`src/rtl/sio_pkg.sv`:
```
package sio_pkg;

    typedef enum logic [1:0] {
        FIFO_EMPTY   = 2'd0,
        FIFO_PARTIAL = 2'd1,
        FIFO_FULL    = 2'd2
    } fifo_state_e;

    localparam logic [31:0] WIDX_DATA = 32'd0;
    localparam logic [31:0] WIDX_IEN  = 32'd1;
    localparam logic [31:0] WIDX_IID  = 32'd2;
    localparam logic [31:0] WIDX_FCHR = 32'd3;
    localparam logic [31:0] WIDX_LNMD = 32'd4;
    localparam logic [31:0] WIDX_LST  = 32'd5;
    localparam logic [31:0] WIDX_DIV  = 32'd9;

endpackage

```
`src/rtl/sio_fifo.sv`:
```
module sio_fifo
    import sio_pkg::*;
#(
    parameter int DEPTH = 64,
    parameter int WIDTH = 8
) (
    input  logic             clk,
    input  logic             rst_n,
    input  logic             clr,
    input  logic             push,
    input  logic [WIDTH-1:0] wdata,
    input  logic             pop,
    output logic [WIDTH-1:0] head,
    output logic             empty,
    output logic             full
);
    localparam int AW = (DEPTH > 1) ? $clog2(DEPTH) : 1;
    localparam int CW = $clog2(DEPTH + 1);
    localparam logic [CW-1:0] CNT_TOP  = CW'(DEPTH);
    localparam logic [CW-1:0] CNT_NEAR = CW'(DEPTH - 1);
    localparam logic [AW-1:0] PTR_LAST = AW'(DEPTH - 1);

    fifo_state_e state_q, state_d;
    logic [WIDTH-1:0] mem [DEPTH];
    logic [AW-1:0]    wr_ptr_q, rd_ptr_q;
    logic [CW-1:0]    count_q;
    logic             push_ok, pop_ok;

    function automatic logic [AW-1:0] ptr_next(input logic [AW-1:0] p);
        return (p == PTR_LAST) ? '0 : p + 1'b1;
    endfunction

    assign push_ok = push && !full && !clr;
    assign pop_ok  = pop && !empty && !clr;

    // state register
    always_ff @(posedge clk or negedge rst_n) begin
        if (!rst_n) state_q <= FIFO_EMPTY;
        else        state_q <= state_d;
    end

    // next-state logic
    always_comb begin
        state_d = state_q;
        if (clr) begin
            state_d = FIFO_EMPTY;
        end else begin
            unique case (state_q)
                FIFO_EMPTY:   if (push_ok) state_d = FIFO_PARTIAL;
                FIFO_PARTIAL: begin
                    if (push_ok && !pop_ok && count_q == CNT_NEAR) state_d = FIFO_FULL;
                    else if (pop_ok && !push_ok && count_q == CW'(1)) state_d = FIFO_EMPTY;
                end
                FIFO_FULL:    if (pop_ok && !push_ok) state_d = FIFO_PARTIAL;
                default:      state_d = FIFO_EMPTY;
            endcase
        end
    end

    // outputs
    always_comb begin
        empty = (state_q == FIFO_EMPTY);
        full  = (state_q == FIFO_FULL);
        head  = mem[rd_ptr_q];
    end

    always_ff @(posedge clk or negedge rst_n) begin
        if (!rst_n) begin
            wr_ptr_q <= '0;
            rd_ptr_q <= '0;
            count_q  <= '0;
        end else if (clr) begin
            wr_ptr_q <= '0;
            rd_ptr_q <= '0;
            count_q  <= '0;
        end else begin
            if (push_ok) wr_ptr_q <= ptr_next(wr_ptr_q);
            if (pop_ok)  rd_ptr_q <= ptr_next(rd_ptr_q);
            if (push_ok && !pop_ok)      count_q <= count_q + 1'b1;
            else if (pop_ok && !push_ok) count_q <= count_q - 1'b1;
        end
    end

    always_ff @(posedge clk) begin
        if (push_ok) mem[wr_ptr_q] <= wdata;
    end

    assert_level_empty_R5: assert property (@(posedge clk) disable iff (!rst_n)
        (state_q == FIFO_EMPTY) == (count_q == '0));
    assert_level_full_R5: assert property (@(posedge clk) disable iff (!rst_n)
        (state_q == FIFO_FULL) == (count_q == CNT_TOP));
    assert_full_drop_R5: assert property (@(posedge clk) disable iff (!rst_n)
        (state_q == FIFO_FULL && push && !pop && !clr) |=> (state_q == FIFO_FULL && $stable(wr_ptr_q)));
    assert_clear_empties_R7: assert property (@(posedge clk) disable iff (!rst_n)
        clr |=> (state_q == FIFO_EMPTY));
endmodule

```
`src/rtl/sio_irqsel.sv`:
```
module sio_irqsel (
    input  logic [2:0] ien,
    input  logic       overrun,
    input  logic       data_rdy,
    input  logic       tx_empty,
    input  logic       fifo_en,
    output logic [7:0] iid,
    output logic       irq
);
    logic [2:0] code;
    logic       pend;

    always_comb begin
        pend = 1'b1;
        if (overrun && ien[2])       code = 3'b011;
        else if (data_rdy && ien[0]) code = 3'b010;
        else if (tx_empty && ien[1]) code = 3'b001;
        else begin
            code = 3'b000;
            pend = 1'b0;
        end
        iid = {fifo_en, fifo_en, 2'b00, code, !pend};
        irq = pend;
    end
endmodule

```
`src/rtl/sio_regbank.sv`:
```
module sio_regbank
    import sio_pkg::*;
#(
    parameter int ADDR_W = 6,
    parameter int DIV_W  = 16,
    parameter int DEPTH  = 64
) (
    input  logic              clk,
    input  logic              rst_n,
    input  logic              bus_sel,
    input  logic              bus_wr,
    input  logic [ADDR_W-1:0] bus_addr,
    input  logic [31:0]       bus_wdata,
    output logic [31:0]       bus_rdata,
    output logic [7:0]        tx_data,
    output logic              tx_avail,
    input  logic              tx_pop,
    input  logic [7:0]        rx_data,
    input  logic              rx_push,
    output logic [7:0]        lcr_o,
    output logic [7:0]        mcr_o,
    output logic [DIV_W-1:0]  div_o,
    output logic              irq_o
);
    localparam int IDX_W = ADDR_W - 2;

    logic [31:0]      widx;
    logic             wr_hit, rd_hit;
    logic [2:0]       ien_q;
    logic             fen_q;
    logic [7:0]       chr_q, lcr_q, mcr_q;
    logic [DIV_W-1:0] div_q;
    logic             oe_q;
    logic             tx_push, tx_clr, tx_empty, tx_full;
    logic             rx_pop, rx_clr, rx_empty, rx_full;
    logic [7:0]       rx_head, lst, iid;
    logic             unused_bits;

    assign widx   = 32'(bus_addr[ADDR_W-1:2]);
    assign wr_hit = bus_sel && bus_wr;
    assign rd_hit = bus_sel && !bus_wr;

    assign tx_push = wr_hit && widx == WIDX_DATA;
    assign rx_pop  = rd_hit && widx == WIDX_DATA;
    assign rx_clr  = wr_hit && widx == WIDX_FCHR && bus_wdata[1];
    assign tx_clr  = wr_hit && widx == WIDX_FCHR && bus_wdata[2];
    assign unused_bits = ^{bus_wdata[31:16], bus_addr[1:0], IDX_W[0]};

    sio_fifo #(.DEPTH(DEPTH), .WIDTH(8)) u_txq (
        .clk(clk), .rst_n(rst_n), .clr(tx_clr), .push(tx_push),
        .wdata(bus_wdata[7:0]), .pop(tx_pop), .head(tx_data),
        .empty(tx_empty), .full(tx_full)
    );

    sio_fifo #(.DEPTH(DEPTH), .WIDTH(8)) u_rxq (
        .clk(clk), .rst_n(rst_n), .clr(rx_clr), .push(rx_push),
        .wdata(rx_data), .pop(rx_pop), .head(rx_head),
        .empty(rx_empty), .full(rx_full)
    );

    sio_irqsel u_irq (
        .ien(ien_q), .overrun(oe_q), .data_rdy(!rx_empty), .tx_empty(tx_empty),
        .fifo_en(fen_q), .iid(iid), .irq(irq_o)
    );

    always_ff @(posedge clk or negedge rst_n) begin
        if (!rst_n) begin
            ien_q <= '0;
            fen_q <= 1'b0;
            chr_q <= '0;
            lcr_q <= '0;
            mcr_q <= '0;
            div_q <= '0;
        end else if (wr_hit) begin
            unique case (widx)
                WIDX_IEN:  ien_q <= bus_wdata[2:0];
                WIDX_FCHR: begin
                    fen_q <= bus_wdata[0];
                    chr_q <= bus_wdata[15:8];
                end
                WIDX_LNMD: begin
                    lcr_q <= {1'b0, bus_wdata[14:8]};
                    mcr_q <= bus_wdata[7:0];
                end
                WIDX_DIV:  div_q <= bus_wdata[DIV_W-1:0];
                default:   ;
            endcase
        end
    end

    always_ff @(posedge clk or negedge rst_n) begin
        if (!rst_n)                          oe_q <= 1'b0;
        else if (rx_push && rx_full)         oe_q <= 1'b1;
        else if (rd_hit && widx == WIDX_LST) oe_q <= 1'b0;
    end

    assign lst = {1'b0, tx_empty, tx_empty, 3'b000, oe_q, !rx_empty};

    always_comb begin
        unique case (widx)
            WIDX_DATA: bus_rdata = rx_empty ? 32'd0 : {24'd0, rx_head};
            WIDX_IEN:  bus_rdata = {29'd0, ien_q};
            WIDX_IID:  bus_rdata = {24'd0, iid};
            WIDX_FCHR: bus_rdata = {16'd0, chr_q, 8'd0};
            WIDX_LNMD: bus_rdata = {16'd0, lcr_q, mcr_q};
            WIDX_LST:  bus_rdata = {24'd0, lst};
            WIDX_DIV:  bus_rdata = 32'(div_q);
            default:   bus_rdata = 32'd0;
        endcase
    end

    assign tx_avail = !tx_empty;
    assign lcr_o    = lcr_q;
    assign mcr_o    = mcr_q;
    assign div_o    = div_q;

    assert_line_pack_R3: assert property (@(posedge clk) disable iff (!rst_n)
        (wr_hit && widx == WIDX_LNMD) |=>
            (lcr_o == {1'b0, $past(bus_wdata[14:8])} && mcr_o == $past(bus_wdata[7:0])));
    assert_div_direct_R4: assert property (@(posedge clk) disable iff (!rst_n)
        (wr_hit && widx == WIDX_DIV) |=> (div_o == $past(bus_wdata[DIV_W-1:0])));
    assert_overrun_set_R8: assert property (@(posedge clk) disable iff (!rst_n)
        (rx_push && rx_full) |=> oe_q);
    assert_iid_lsr_first_R9: assert property (@(posedge clk) disable iff (!rst_n)
        (oe_q && ien_q[2]) |-> (iid[3:0] == 4'h6 && irq_o));
endmodule

```
`config.mk`:
```
export PLATFORM = sky130hd
export DESIGN_NAME = sio_regbank
export DESIGN_NICKNAME = d
export VERILOG_FILES = /design/src/rtl/sio_pkg.sv /design/src/rtl/sio_fifo.sv /design/src/rtl/sio_irqsel.sv /design/src/rtl/sio_regbank.sv
export SDC_FILE = /design/constraint.sdc
export NUM_CORES = 1
export LEC_CHECK = 0
export CAP_MARGIN = 0
export CORE_ASPECT_RATIO = 0.75
export CORE_MARGIN = 2
export CORE_UTILIZATION = 60
export CTS_CLUSTER_SIZE = 14
export DETAILED_ROUTE_END_ITERATION = 6
export DONT_BUFFER_PORTS = 1
export PLACE_DENSITY = 0.78
export SLEW_MARGIN = 20
export SYNTH_ARGS = -nofsm -noshare
export SYNTH_HDL_FRONTEND = slang
export SYNTH_SLANG_ARGS = --single-unit
```
`constraint.sdc`:
```
create_clock -name clk -period 6.4 [get_ports clk]
set_input_delay 0.96 -clock clk [delete_from_list [all_inputs] [get_ports clk]]
set_output_delay 0.96 -clock clk [all_outputs]
set_load 0.05 [all_outputs]
```
* Yosys cells after proc, flatten, opt, wreduce, memory -nomap -nowiden
Memories as Yosys holds them, arrays and structs flattened.
Index checks and enable logic that the tools add are counted.
** Word-level totals
- Bits in latches :: 0
- Memory bits (read-only) :: 0
- Bits of input ports :: 52
- Output and inout bits :: 74
- Bits in registers :: 86
- Memory bits (writable) :: 1024
- Memories kept :: 2
** Operators by class
- Divide/modulo/power cells :: 0
- Add/subtract/negate cells :: 8
- Order comparisons :: 0
- Mux-type cells :: 44
- Shift-type cells :: 0
- Bitwise operators :: 0
- Multipliers :: 0
- Equality and inequality tests :: 24
- Reduce and logical (&&, ||, !) cells :: 56
** Memories
- u_rxq.mem :: words 64, bits a word 8, rd ports 1, clocked after memory_dff 0, wr ports 1, line sio_fifo.sv:24 : logic [WIDTH-1:0] mem [DEPTH];
- u_txq.mem :: words 64, bits a word 8, rd ports 1, clocked after memory_dff 0, wr ports 1, line sio_fifo.sv:24
** Operator list (number)
- $pmux W16 S7 :: 1
- $mux W6 :: 12
- $mux W7 :: 6
- $logic_not A32 Y1 :: 1
- $logic_and A1 B1 Y1 :: 28
- $add A6 B1 Y6 const B :: 4
- $eq A6 B6 Y1 const B :: 4
- $mux W2 :: 10
- $add A7 B1 Y7 const B :: 2
- $eq A7 B1 Y1 const B :: 2
- $eq A7 B6 Y1 const B :: 2
- $sub A7 B1 Y7 const B :: 2
- $logic_not A1 Y1 :: 12
- $pmux W2 S3 :: 2
- $mux W1 :: 10
- $reduce_bool A2 Y1 :: 5
- $ne A3 B1 Y1 const B :: 3
- $eq A4 B2 Y1 const B :: 2
- $eq A4 B3 Y1 const B :: 2
- $mux W8 :: 1
- $ne A4 B1 Y1 const B :: 2
- $reduce_and A2 Y1 :: 4
- $mux W3 :: 2
- $reduce_and A3 Y1 :: 2
- 7 further kinds :: 11

* Depth between registers and ports, before layout
Gate-level depths: netlist of the first run.
- Depth after elaboration :: 12
- Gate-level depth with buffers :: 9

* By module
From an unflattened synthesis of the first run, not the netlist that was laid out.
** Unflattened totals
- Cell total of the unflattened synthesis :: 2372
- Area, all modules :: 44880.5 µm²
** Modules (own cells, without submodules)
- sio_fifo (u_txq) :: cells each 1124, instances 1, area an instance 21385.5 µm²
- sio_fifo (u_rxq) :: cells each 1039, instances 1, area an instance 20963.9 µm²
- sio_regbank :: cells each 198, instances 1, area an instance 2454.9 µm²
- sio_irqsel :: cells each 11, instances 1, area an instance 76.3 µm²

* Least setup slack after synthesis of the first run
Ideal clock, no wire load.
- Path type :: input-to-output
- Start point :: in bus_addr[5]
- End point :: out bus_rdata[5]
- Cell stages on the path :: 5
- Path buffers :: 1
- Slack :: 2.270 ns
- Data arrival time :: 3.170 ns
- Cell sequence :: or4_1 > buf_2 > nor2_1 > a211oi_1 > o21ai_0
** Between the ends
- Cells in the longest elaborated chain, start to end :: 2
- Elaborated cells on any way between the ends :: 8
- Those cells by class :: eq/ne (6); mux (1); reduce/logical (1)
** RTL lines
- from (decl) :: line sio_regbank.sv:12 : input logic [ADDR_W-1:0] bus_addr,
- $logic_not A32 Y1, or another cell as far along :: line sio_regbank.sv:100 : unique case (widx)
- $pmux W16 S7 * :: line sio_regbank.sv:100
- to (decl) :: line sio_regbank.sv:14 : output logic [31:0] bus_rdata,
Every way passes the cells marked *; elsewhere a longest branch is shown, timed or not.

* Worst setup path after layout of the first run
- Start point :: reg u_rxq.rd_ptr_q[0]
- End point :: out bus_rdata[7]
** Between the ends
- Cells in the longest elaborated chain, start to end :: 3
** RTL lines
- from (decl) :: line sio_fifo.sv:25 : logic [AW-1:0] wr_ptr_q, rd_ptr_q;
- from (signal assigned) :: line sio_fifo.sv:78 : if (pop_ok) rd_ptr_q <= ptr_next(rd_ptr_q);
- $mem_v2 Z64 W8
- $mux W8 :: line sio_regbank.sv:101 : WIDX_DATA: bus_rdata = rx_empty ? 32'd0 : {24'd0, rx_head};
- $pmux W16 S7 :: line sio_regbank.sv:100
Every way passes these cells.

==> results of run 1 <==
==> worst max-delay path, delay by kind of cell (launching register included) <==
family | cells | cell delay (ns)
buffers and inverters | 1 | 0.43
muxes | 1 | 0.59
AOI/OAI and AO/OA | 2 | 0.72
DFF | 1 | 0.88
and+or+nand+nor | 2 | 0.82
==> power by group through the flow <==
stage	Sequential, uW	Clock [uW]	Combinational, uW
detailed placement	8820	0	3250
floorplan	8500	0	2710
global route	8710	6210	3510
CTS	8660	5950	3300
finish	8670	5920	3340
global placement	8800	0	3210
==> worst min path at each step <==
stage / slack, ns / cells past startpoint / to
after floorplan: 0.44 / 1 / u_rxq.count_q[6]
after CTS: 0.20 / 1 / u_txq.count_q[1]
final: 0.19 / 1 / u_txq.count_q[1]
after global routing: 0.20 / 1 / u_txq.count_q[1]
after detailed placement: 0.48 / 1 / u_rxq.count_q[6]
after global placement: 0.46 / 1 / u_rxq.count_q[6]
==> state kept, by name, indices dropped and copies added (netlist names) <==
name / flops
u_rxq.wr_ptr_q: 6
div_o: 16
u_rxq.rd_ptr_q: 6
mcr_o: 8
u_txq.state_q: 2
u_rxq.state_q: 2
u_txq.rd_ptr_q: 6
u_rxq.mem: 512
lcr_o: 7
ien_q: 3
u_txq.wr_ptr_q: 6
u_txq.mem: 512
oe_q: 1
fen_q: 1
chr_q: 8
u_txq.count_q: 7
u_rxq.count_q: 7
==> cells in the final DEF, fill, tap and decap left out, drive strengths merged, types with 21 or more instances in the layout <==
master | Yosys | layout
nor2 | 182 | 182
a22oi | 21 | 21
nand3 | 42 | 42
o22ai | 30 | 30
edfxtp | 1024 | 1024
clkbuf | 65 | 147
nand2 | 61 | 61
dfrtp | 86 | 86
nor2b | 34 | 34
mux4 | 234 | 234
inv | 18 | 22
clkinv | 1 | 25
buf | 88 | 41
mux2i | 80 | 80
mux2 | 64 | 64
o221ai | 32 | 32
o21ai | 34 | 34
==> routing by layer <==
metal	GRT usage, %	wire length, um	up-vias	share of wire, %
met1	39.9	40000	12200	39
met4	7.10	2520	2	2.5
li1	-	-	9645	-
met2	38.9	45400	1671	45
met3	9.22	14100	209	14
met5	0	13	-	0.013
==> cell families after synthesis <==
family,count (synthesis),synth area share (%)
flops,1110,73.3
simple gates,441,4.93
mux,378,15.1
compound gates,246,4.08
buf+inv,172,2.06
xor+xnor,12,0.234
fa+ha+maj,10,0.279
other cells,1,0.00835
==> through the flow <==
step | instances | util, % | total power (uW) | setup WS (ns)
3_5_place_dp | 3241 | 61.9 | 12100 | 1.80
2_1_floorplan | 2386 | - | 11200 | 2.27
3_3_place_gp | 3241 | 61.9 | 12000 | 1.82
5_1_grt | 3424 | 66.3 | 18400 | 1.05
4_1_cts | 3424 | 66.3 | 17900 | 1.09
6_report | 3426 | 66.3 | 17900 | 1.28
==> final cells by class <==
cell class	count	area [um^2]	share of cell area [%]
antenna	2	5.00	0.0102
clock buffer	147	2900	5.92
clock inverter	35	315	0.644
inverter	19	71.3	0.146
multi-input combinational	1104	11100	22.8
sequential	1110	32900	67.3
tap	968	1210	2.47
timing repair buffer	41	378	0.772
==> flow_summary_export.csv, run 1 <==
group,metric,value,unit
grt,grt_pass1_wl,153,mm
cts,cts.sinks,1110,
logic_synthesis,synth_seq_cells,1110,
detailed_routing,wl_per_cell,29.8,um
critical_path,slowest_stage,"dfrtp_4",
power_and_ir_drop,p_int,13000,uW
power_and_ir_drop,peakVddDrop,318,uV
sta,finalSetupViolCount,0,
logic_synthesis,synth_ff_type,"edfxtp_1",
outcome,status,"finished, final reports clean",
power_and_ir_drop,power.share.clock,33.0,%
detailed_routing,drtPass1Iterations,6,
logic_synthesis,syn_area,44900,um^2
logic_synthesis,seq_area_frac_synth,73.3,%
hold_path,hp-class,"in -> async",
critical_path,reg2reg_slack,2.87,ns
cts,ctsRootBufferMaster,"clkbuf_16",
placement,port_buffers,0,
cts,cts_buffer_depth,3,
power_and_ir_drop,power_density,366,nW/um^2
cts,ctsHoldBuffers,1,
grt,grt-ovfl-total,0,
grt,grt_pass1_vias,23600,
logic_synthesis,yosys_warnings,0,
finish,drive_gt1_share,21.2,%
sta,rsz0062_at_grt,"false",
grt,track_usage,26.9,%
die,dieArea,77100,um^2
sta,fmax,195,MHz
sta,period_needed,5.12,ns
critical_path,crit_type,"reg -> out",
finish,design_area,48900,um^2
detailed_routing,via_per_inst,6.91,
cts,cts_max_level,3,
critical_path,setup.worst_path.end,"bus_rdata[7]",
logic_synthesis,yosysMostFrequentCell,"edfxtp_1",
finish,area_growth,9.00,%
sta,finalMaxSlewViolations,0,
logic_synthesis,synthTopCellsByArea,"edfxtp_1 (68%), mux4_2 (12%), dfrtp_1 (4.8%)",
cts,postCtsResizedCells,0,
logic_synthesis,async_reset_ff_share,7.75,%
logic_synthesis,synth_top_area_share,68.5,%
critical_path,cp-startpoint,"u_rxq.rd_ptr_q[0]",
sta,fin_skew,0.0242,ns
die,io_pins,126,
placement,gp_congestion,0.924,
power_and_ir_drop,power_switching,4960,uW
die,core,73800,um^2
run,cap_viol_max_count,0,
power_and_ir_drop,power_frac_comb,18.6,%
critical_path,crit_path_end_kind,"primary output",
sta,fin_setup_tns,0,ns
sta,slew_headroom,26.6,%
detailed_routing,dr_total_vias,23700,
logic_synthesis,synth_common_cells,"edfxtp_1 (1024), mux4_2 (233), nor2_1 (182)",
detailed_routing,drtIter0Drc,3680,
critical_path,r2r_start,"u_txq.state_q[0]",
detailed_routing,drt-total-wl,102,mm
die,die_h,241,um
sta,hold_viol,0,
sta,finalCritPeriodShare,80.1,%
power_and_ir_drop,swShare,27.7,%
critical_path,arrival,4.16,ns
power_and_ir_drop,seqPwrFrac,48.4,%
logic_synthesis,netlist_instances,2370,
finish,final_nets,2438,
die,die-width,320,um
logic_synthesis,synth_edf_count,1024,
logic_synthesis,netlist.top_cell.by_area,"edfxtp_1",
power_and_ir_drop,p_leak,0.0155,uW
finish,fill_cells,4595,
placement,dpl-instance-area,45700,um^2
critical_path,start_kind,"flop",
detailed_routing,antenna_left,0,
placement,hpwlAfterDp,61.5,mm
die,row_count,86,
cts,cts_setup_buffers,0,
critical_path,ff2ff_path_depth,5,
critical_path,cp_data_required_time,5.44,ns
sta,tightest_slew,1.09,ns
cts,cts_tree,"yes",
critical_path,worstPathCellList,"buf_12 -> mux4_2 -> o22ai_1 -> nor2_1 -> o21ai_0 -> nand4_1",
grt,grt_start_max_net_pins,87,
critical_path,cp_slowest_stage_delay,0.88,ns
grt,antenna_found_initial,3,
critical_path,crit_fanout,49,
logic_synthesis,synthDistinctLibCells,84,
cts,path_clk_slew,0.07,ns
critical_path,rr_endpoint,"u_txq.mem[10][6]",
cts,cts-buffers-inserted,100,
cts,clock_latency,0.67,ns
logic_synthesis,synth_area_per_cell,18.9,um^2
sta,whs,0.191,ns
detailed_routing,drc,0,
die,start_util,60.8,%
(Power assumes the default switching activity.)
==> run 2: changes to the inputs <==
Clock period 6.4 ns to 4.8 ns, I/O delays scaled along.
==> run 2 against run 1 <==
Sequential share of layout area decreased by 0.25 points. Clock-buffer cell count fell by 11. Sequential power rose by 33%. Wire length increased by 0.53%. Hold slack got worse by 0.075 ns. Non-clock buffer count is 17 higher. Setup slack lost 1.1 ns. Register-to-register slack worse by 1.5 ns.
==> flow_summary_export.csv, run 2 (synthesis gave the netlist of run 1 again) <==
group,metric,value,unit
detailed_routing,dr_total_vias,23700,
power_and_ir_drop,p_int,17300,uW
grt,grt_pass1_wl,152,mm
critical_path,cp_slowest_stage_delay,0.85,ns
detailed_routing,drtPass1Iterations,6,
die,die-width,320,um
power_and_ir_drop,seqPwrFrac,47.9,%
critical_path,path_common_cell,"buf_4",
critical_path,rr_endpoint,"u_txq.mem[10][1]",
critical_path,cp_data_required_time,4.08,ns
critical_path,crit_path_end_kind,"primary output",
die,start_util,60.8,%
cts,cts_max_level,3,
sta,slew_headroom,25.2,%
finish,area_growth,9.40,%
die,io_pins,126,
sta,fin_setup_tns,0,ns
critical_path,crit_type,"reg -> out",
die,dieArea,77100,um^2
critical_path,ff2ff_path_depth,5,
grt,track_usage,27.0,%
detailed_routing,via_per_inst,6.89,
cts,cts-buffers-inserted,100,
critical_path,crit_fanout,36,
finish,final_common_cell,"edfxtp_1",
power_and_ir_drop,peakVddDrop,414,uV
cts,cts_tree,"yes",
power_and_ir_drop,power_density,490,nW/um^2
cts,cts_setup_buffers,0,
critical_path,slowest_stage,"dfrtp_4",
die,row_count,86,
critical_path,start_kind,"flop",
sta,tightest_slew,1.12,ns
sta,fin_skew,0.0427,ns
grt,grt_start_max_net_pins,87,
hold_path,hold_path_depth,1,
sta,fmax,214,MHz
detailed_routing,wl_per_cell,29.8,um
finish,drive_gt1_share,21.8,%
sta,finalSetupViolCount,0,
outcome,status,"finished, final reports clean",
power_and_ir_drop,power_frac_comb,19.1,%
finish,antenna_cells,0,
placement,port_buffers,0,
critical_path,worstPathCellList,"buf_4 -> buf_4 -> mux2_2 -> o22ai_1 -> nor3_1 -> o41a_1 -> a2bb2oi_1 -> buf_4",
power_and_ir_drop,power.share.clock,33.0,%
cts,cts.sinks,1110,
sta,hold_viol,0,
sta,finalMaxSlewViolations,0,
detailed_routing,drt-total-wl,103,mm
run,cap_viol_max_count,0,
placement,gp_congestion,0.910,
hold_path,hold_start,"tx_pop",
critical_path,r2r_start,"u_txq.state_q[0]",
cts,clock_latency,0.70,ns
power_and_ir_drop,power_switching,6760,uW
hold_path,hold_end,"u_txq.state_q[1]",
sta,period_needed,4.67,ns
grt,grt_pass1_vias,23500,
critical_path,reg2reg_slack,1.34,ns
sta,rsz0062_at_grt,"false",
hold_path,hp-class,"in -> reg",
critical_path,arrival,3.95,ns
finish,final_util,66.5,%
grt,grt-ovfl-total,0,
die,core,73800,um^2
detailed_routing,drtIter0Drc,3864,
grt,antenna_found_initial,0,
cts,path_clk_slew,0.06,ns
placement,hpwlAfterDp,62.7,mm
detailed_routing,antenna_left,0,
detailed_routing,drc,0,
finish,fill_cells,4596,
finish,final_cell_mix,"edfxtp_1 (1024), mux4_2 (233), nor2_1 (182), clkbuf_16 (100), dfrtp_1 (81)",
power_and_ir_drop,swShare,28.1,%
sta,setup_slack,0.128,ns
finish,final_nets,2455,
die,die_h,241,um
cts,cts_buffer_depth,3,
sta,finalCritPeriodShare,97.3,%
power_and_ir_drop,p_leak,0.0156,uW
placement,pre_cts_ws,0.799,ns
cts,ctsRootBufferMaster,"clkbuf_16",
==> run 2: layout make-up <==
cell class / count / area, um^2 / share of cell area (%)
inverters: 19 / 71.3 / 0.145
multi-input cells: 1104 / 11100 / 22.7
clock inverters: 49 / 532 / 1.08
well taps: 968 / 1210 / 2.47
flip-flops and latches: 1110 / 32900 / 67.0
repair buffers: 58 / 520 / 1.06
clock buffers: 136 / 2730 / 5.55
==> run 2: how the worst max path moves through the flow <==
stage	startpoint	endpoint	slack (ns)	cells after the start
3_3_place_gp	bus_addr[5]	u_txq.mem[11][2]	0.93	5
6_report	u_rxq.rd_ptr_q[1]	bus_rdata[0]	0.13	8
2_1_floorplan	bus_addr[5]	bus_rdata[5]	1.15	5
3_5_place_dp	bus_addr[5]	u_txq.mem[11][4]	0.80	5
5_1_grt	u_rxq.rd_ptr_q[1]	bus_rdata[0]	0.05	8
4_1_cts	u_rxq.rd_ptr_q[1]	bus_rdata[0]	0.13	8
==> run 2: metrics by stage <==
step                      cell area [um^2]  hold WS (ns)  total power [uW]  std cells
after floorplan                      45000         0.424             14900       2386
after global placement               45800         0.429             16100       3257
after detailed placement             45800         0.429             16200       3257
after CTS                            49100        0.0871             24000       3444
after global routing                 49100        0.0924             24700       3444
final                                49100         0.115             24000       3444
==> run 2: per-layer routing <==
layer,vias up,global-route usage (%),part of all wire (%)
li1,9695,-,-
met1,12200,39.7,39
met2,1650,39.4,45
met3,211,9.12,13
met4,0,6.90,2.4
met5,-,0,0
==> run 2: power by group through the flow <==
stage / sequential (uW) / combinational, uW / clock [uW]
finish: 11500 / 4600 / 7930
global route: 11600 / 4810 / 8340
CTS: 11500 / 4540 / 7980
detailed placement: 11700 / 4470 / 0
global placement: 11700 / 4380 / 0
floorplan: 11300 / 3610 / 0
==> run 2: critical path, delay by kind of cell (launching register included) <==
| family | cells | cell delay, ns |
|---|---|---|
| and+or+nand+nor | 1 | 0.13 |
| buffers and inverters | 3 | 1.04 |
| muxes | 1 | 0.37 |
| DFF | 1 | 0.85 |
| AOI/OAI and AO/OA | 3 | 0.86 |
==> run 2: what timing repair did <==
item | 4_1_cts | 5_1_grt
hold buffers | 2 | 0
endpoints found under the hold margin | 86 | 0
resized for setup | 0 | 0
